**src/rtl/intsel_pkg.sv**
```systemverilog
package intsel_pkg;
  localparam int ID_W = 10;
  localparam logic [ID_W-1:0] IDLE_ID = 10'd1023;
  localparam logic [8:0] NONE_PRIO = 9'h100;

  typedef struct packed {
    logic [ID_W-1:0] id;
    logic            irq;
    logic            fiq;
  } cpu_res_t;

  localparam cpu_res_t RES_IDLE = '{id: IDLE_ID, irq: 1'b0, fiq: 1'b0};

  // true when the given group is enabled in both control levels
  function automatic logic group_open(input logic grp, input logic [1:0] dist_en,
                                      input logic g0_en, input logic g1_en);
    return grp ? (dist_en[1] & g1_en) : (dist_en[0] & g0_en);
  endfunction
endpackage

```
**src/rtl/intsel_tree.sv**
```systemverilog
module intsel_tree
  import intsel_pkg::*;
#(
  parameter int N_ID   = 64,
  parameter int N_PRIV = 32
) (
  input  logic [N_ID-1:0]   ena,
  input  logic [N_ID-1:0]   pend,
  input  logic [N_ID-1:0]   tgt,
  input  logic [N_ID-1:0]   grp,
  input  logic [N_ID*8-1:0] prio,
  output logic [8:0]        win_prio,
  output logic [ID_W-1:0]   win_id,
  output logic              win_grp
);
  localparam int LEAVES = 1 << $clog2(N_ID);
  localparam int NODES  = 2 * LEAVES - 1;

  logic [8:0]      np [NODES];
  logic [ID_W-1:0] ni [NODES];
  logic            ng [NODES];

  // leaves: one per ID, padded to a power of two with empty slots
  for (genvar j = 0; j < LEAVES; j++) begin : g_leaf
    if (j < N_ID) begin : g_real
      localparam logic SHARED_FREE = (j < N_PRIV);
      logic elig;
      assign elig = ena[j] & pend[j] & (tgt[j] | SHARED_FREE);
      assign np[LEAVES-1+j] = elig ? {1'b0, prio[j*8 +: 8]} : NONE_PRIO;
      assign ni[LEAVES-1+j] = ID_W'(j);
      assign ng[LEAVES-1+j] = grp[j];
    end else begin : g_pad
      assign np[LEAVES-1+j] = NONE_PRIO;
      assign ni[LEAVES-1+j] = IDLE_ID;
      assign ng[LEAVES-1+j] = 1'b0;
    end
  end

  // inner nodes: left child holds lower IDs, right wins only if strictly lower
  for (genvar i = 0; i < LEAVES - 1; i++) begin : g_node
    logic take_right;
    assign take_right = np[2*i+2] < np[2*i+1];
    assign np[i] = take_right ? np[2*i+2] : np[2*i+1];
    assign ni[i] = take_right ? ni[2*i+2] : ni[2*i+1];
    assign ng[i] = take_right ? ng[2*i+2] : ng[2*i+1];
  end

  assign win_prio = np[0];
  assign win_id   = ni[0];
  assign win_grp  = ng[0];
endmodule

```
**src/rtl/intsel_gate.sv**
```systemverilog
module intsel_gate
  import intsel_pkg::*;
(
  input  logic [8:0]      win_prio,
  input  logic [ID_W-1:0] win_id,
  input  logic            win_grp,
  input  logic [1:0]      dist_en,
  input  logic            if_en,
  input  logic            g0_en,
  input  logic            g1_en,
  input  logic            fiq_en,
  input  logic [7:0]      pmask,
  input  logic [8:0]      run_prio,
  output cpu_res_t        res
);
  logic cpu_live;
  logic visible;
  logic preempt;
  logic grp_ok;

  assign cpu_live = (|dist_en) & if_en & (g0_en | g1_en);
  assign visible  = win_prio < {1'b0, pmask};
  assign preempt  = win_prio < run_prio;
  assign grp_ok   = group_open(win_grp, dist_en, g0_en, g1_en);

  always_comb begin
    res = RES_IDLE;
    if (cpu_live && visible) begin
      res.id = win_id;
      if (preempt && grp_ok) begin
        if (!win_grp && fiq_en) res.fiq = 1'b1;
        else                    res.irq = 1'b1;
      end
    end
  end
endmodule

```
**src/rtl/intsel_top.sv**
```systemverilog
module intsel_top
  import intsel_pkg::*;
#(
  parameter int N_CPU  = 2,
  parameter int N_ID   = 64,
  parameter int N_PRIV = 32
) (
  input  logic                  clk,
  input  logic                  rst_n,
  input  logic [N_CPU*N_ID-1:0] ena_i,
  input  logic [N_CPU*N_ID-1:0] pend_i,
  input  logic [N_CPU*N_ID-1:0] tgt_i,
  input  logic [N_ID-1:0]       grp_i,
  input  logic [N_ID*8-1:0]     prio_i,
  input  logic [1:0]            dist_grp_en_i,
  input  logic [N_CPU-1:0]      cpu_if_en_i,
  input  logic [N_CPU-1:0]      cpu_g0_en_i,
  input  logic [N_CPU-1:0]      cpu_g1_en_i,
  input  logic [N_CPU-1:0]      cpu_fiq_en_i,
  input  logic [N_CPU*8-1:0]    pmask_i,
  input  logic [N_CPU*9-1:0]    run_prio_i,
  output logic [N_CPU*10-1:0]   best_id_o,
  output logic [N_CPU-1:0]      irq_o,
  output logic [N_CPU-1:0]      fiq_o
);
  for (genvar c = 0; c < N_CPU; c++) begin : g_cpu
    logic [8:0]      win_prio;
    logic [ID_W-1:0] win_id;
    logic            win_grp;
    cpu_res_t        nxt;
    cpu_res_t        cur_q;

    intsel_tree #(.N_ID(N_ID), .N_PRIV(N_PRIV)) u_tree (
      .ena      (ena_i[c*N_ID +: N_ID]),
      .pend     (pend_i[c*N_ID +: N_ID]),
      .tgt      (tgt_i[c*N_ID +: N_ID]),
      .grp      (grp_i),
      .prio     (prio_i),
      .win_prio (win_prio),
      .win_id   (win_id),
      .win_grp  (win_grp)
    );

    intsel_gate u_gate (
      .win_prio (win_prio),
      .win_id   (win_id),
      .win_grp  (win_grp),
      .dist_en  (dist_grp_en_i),
      .if_en    (cpu_if_en_i[c]),
      .g0_en    (cpu_g0_en_i[c]),
      .g1_en    (cpu_g1_en_i[c]),
      .fiq_en   (cpu_fiq_en_i[c]),
      .pmask    (pmask_i[c*8 +: 8]),
      .run_prio (run_prio_i[c*9 +: 9]),
      .res      (nxt)
    );

    always_ff @(posedge clk or negedge rst_n) begin
      if (!rst_n) cur_q <= RES_IDLE;
      else        cur_q <= nxt;
    end

    assign best_id_o[c*ID_W +: ID_W] = cur_q.id;
    assign irq_o[c] = cur_q.irq;
    assign fiq_o[c] = cur_q.fiq;
  end
endmodule

```
**config.mk**
```make
export PLATFORM = sky130hd
export DESIGN_NAME = intsel_top
export DESIGN_NICKNAME = d
export VERILOG_FILES = /design/src/rtl/intsel_pkg.sv /design/src/rtl/intsel_tree.sv /design/src/rtl/intsel_gate.sv /design/src/rtl/intsel_top.sv
export SDC_FILE = /design/constraint.sdc
export NUM_CORES = 2
export LEC_CHECK = 0
export BUFFER_PORTS_ARGS = -buffer_cell sky130_fd_sc_hd__clkbuf_2
export CAP_MARGIN = 20
export CORE_AREA = 2 2 403 405
export DETAILED_ROUTE_END_ITERATION = 10
export DIE_AREA = 0 0 405 407
export PLACE_DENSITY = 0.53
export SETUP_SLACK_MARGIN = 0.4
export SLEW_MARGIN = 20
export SYNTH_ARGS = -nofsm -noshare
export SYNTH_HDL_FRONTEND = slang
export SYNTH_SLANG_ARGS = --single-unit
export TNS_END_PERCENT = 10
```
**constraint.sdc**
```tcl
create_clock -name clk -period 2.33 [get_ports clk]
set_input_delay 0.466 -clock clk [delete_from_list [all_inputs] [get_ports clk]]
set_output_delay 0.466 -clock clk [all_outputs]
set_load 0.05 [all_outputs]
```
==> reports/qor.yml <==
power_mw: 142
rsz0062_at_grt: "true"
die_h_um: 407
cellPowerDensity_mw_per_mm2: 1770
relSlewSlack: 0.447
cts_root_buf: "clkbuf_16"
row_count: 147
vias_per_cell: 5.07
drive_gt1_frac: 0.430
clock_sinks: 18
required_ns: 2.52
drt-total-wl_um: 253000
syn_nets: 9120
synth_cell_types: 109
path_clk_slew_ns: 0.06
dpl_worst_slack_ns: -12.13
nets: 13211
crit_buf_inv: 9
drv_slew: 0
grt_pass1_wl_um: 376000
drc_errors: 0
start_kind: "input pin"
die_w_um: 405
async_reset_ff_frac: 1.00
synth-edff-count: 0
synth-xor-area-share: 0.000372
utilization: 0.503
crit_path_frequent_cell: "a21o_1"
synth_top_family_by_area: "compound AO/OA/AOI/OAI gates"
dieArea_mm2: 0.165
dr.pass1.iters: 6
place_hpwl_um: 230000
final_cell_area_mm2: 0.0806
yosys-top-cells-area: "ha_1, nand2_1, mux2i_1"
fmax_mhz: 72.0
synthCells: 7150
antenna_left: 0
ios: 1030
cpPeakStageDelay_ns: 0.59
netlist.area_leader.share: 0.256
grt-ovfl-total: 0
crit_type: "input pin to register"
tightest_slew_ns: 0.820
violations: "setup timing"
arrival_ns: 14.09
period_share: 5.96
grt_pass1_vias: 66816
fin_ws_ns: -11.57
num_vias: 68276
grt_start_max_net_pins: 20
port-buffer-count: 965
cpMaxStageDelayCell: "o21ai_0"
end_kind: "register"
synth_compound_area_frac: 0.302
initial_core_util: 0.294
yosys.area.top_type: "ha_1"
place.gp.congestion: 1.01
status: "complete, but fails checks"
worstPathMaxFanout: 12
setup_viol: 18
seq_area_frac_synth: 0.00995
yosysWarnings: 0
cts-htree-levels: 1
antenna_found_initial: 65
numCtsBuffers: 3
wire_per_inst_um: 18.8
syn-cell-area_mm2: 0.0470
fin_setup_tns_ns: -204.94
place_area_mm2: 0.0795
core-area_mm2: 0.160
ys.flop_type: "dfstp_2"
min_path_type: "input pin to async pin"
synth_simple_gate_area_frac: 0.265
ir_worst_vdd_v: 0.00416
synthAdderAreaFrac: 0.258
fin_crit_ns: 13.90
dr.first_iter.drc_count: 4011
clock_path_buffers: 2
syn_area_per_cell_um2: 6.58
cap_viol_max_count: 0
synth_mux_area_frac: 0.0952
cp_top_family: "compound AO/OA/AOI/OAI gates"
grt_usage: 0.290
leakagePower_nw: 44.6
hold_viol_final: 0
startpoint: "tgt_i[101]"
ys_ff_latch: 18
syn_to_final_growth_pct: 71.4
cts_tree: "built"
cell type report:
| type | instances | area (um^2) |
|---|---|---|
| Multi-Input combinational cell | 6286 | 44500 |
| Sequential cell | 18 | 468 |
| Fill cell | 16195 | 79600 |
| Inverter | 553 | 2080 |
| Timing Repair Buffer | 4379 | 30600 |
| Antenna cell | 63 | 158 |
| Tap cell | 2160 | 2700 |
| Clock buffer | 4 | 88.8 |
metrics by stage:
step                hold slack (ns)  std cells
finish                        0.238      13463
global route                  0.252      13448
CTS                           0.237      13388
detailed placement            0.520      13363
global placement              0.519      13363
floorplan                     0.170       7150
Yosys cell counts, types with 9 or more instances:
library cell,instances
o2bb2ai_1,13
ha_1,964
a2bb2oi_1,14
a31oi_1,132
buf_1,11
nor2b_1,55
nand2_1,1089
clkbuf_1,252
a221oi_1,12
o21ai_0,567
nor2_1,530
a21boi_0,10
o31a_1,11
or2_2,24
and3_1,210
inv_1,547
o31ai_1,18
o211ai_1,55
a2111oi_0,10
mux2_2,115
o211a_1,9
nor3_1,31
a21oi_1,600
o21ai_1,21
o22a_1,9
a211oi_1,68
dfstp_2,14
and2_1,238
nand4_1,196
nand2b_1,65
o221ai_1,20
o22ai_1,17
a21o_1,341
a22oi_1,11
nand3_1,139
o21bai_1,18
a211o_1,29
or3_1,9
and4_1,28
buf_2,22
o21a_1,92
a31o_2,20
o2111ai_1,9
mux2i_1,314
per-layer routing:
layer / vias to the layer above / global-route usage / share of wire
met5: - / 0 / 0
met4: 0 / 0.118 / 0.042
met3: 404 / 0.0374 / 0.056
met2: 1848 / 0.494 / 0.46
met1: 31697 / 0.368 / 0.44
li1: 34327 / - / -
sequential cells by signal (all words and copies together) (netlist names):
| signal | count |
|---|---|
| best_id_o | 14 |
| fiq_o | 2 |
| irq_o | 2 |
logic make-up (layout without fill, tap and decap cells):
logic type / after synthesis / after routing
AOI/OAI and AO/OA: 2228 / 2231
DFF: 18 / 18
muxes: 432 / 432
adders and majority gates: 971 / 971
and+or+nand+nor: 2650 / 2650
buffers and inverters: 849 / 4936
other: 0 / 63
xor gates and xnor gates: 2 / 2
repair_timing:
item | CTS | global route
gates cloned | 0 | 3
gates resized for setup | 109 | 77
endpoints found under the hold margin | 0 | 0
pin swaps | 23 | 29
hold buffers | 0 | 0
setup endpoints to repair | 18 | 18
setup buffers | 21 | 9
final timing paths:
| path | to | slack, ns | depth (start not counted) |
|---|---|---|---|
| hold / removal | fiq_o[1]$_DFF_PN0_ | 0.24 | 1 |
| max in group asynchronous | fiq_o[0]$_DFF_PN0_ | 1.66 | 1 |
| min in group clk | irq_o[0]$_DFF_PN0_ | 0.56 | 4 |
| setup / recovery | best_id_o[12]$_DFF_PN1_ | -11.57 | 71 |
layout by cell type (no fill, tap or decap), types with 16 or more instances in the layout:
cell type,instances
buf_4,3398
o22ai_1,17
a21o_1,340
o21a_1,91
a21oi_2,61
a211oi_1,58
mux2i_1,298
a211o_1,29
nand4_1,196
a31o_2,20
nor3_1,28
and2_1,225
nor2_1,522
o211ai_1,55
o21bai_1,16
o21ai_1,74
diode_2,63
nand3_1,135
nor2b_1,53
o21ai_0,498
and3_1,192
ha_1,951
a21oi_1,538
and4_1,27
mux2_2,110
or2_2,22
a31oi_1,124
inv_1,544
o221ai_1,20
clkbuf_2,965
nand2_1,1083
nand2b_1,65
o21ai_2,16
where the power goes:
group	internal, mW	switching [mW]
Combinational	70.7	70.7
Sequential	0.427	0.0587
Clock	0.263	0.152
(Power assumes the default switching activity.)
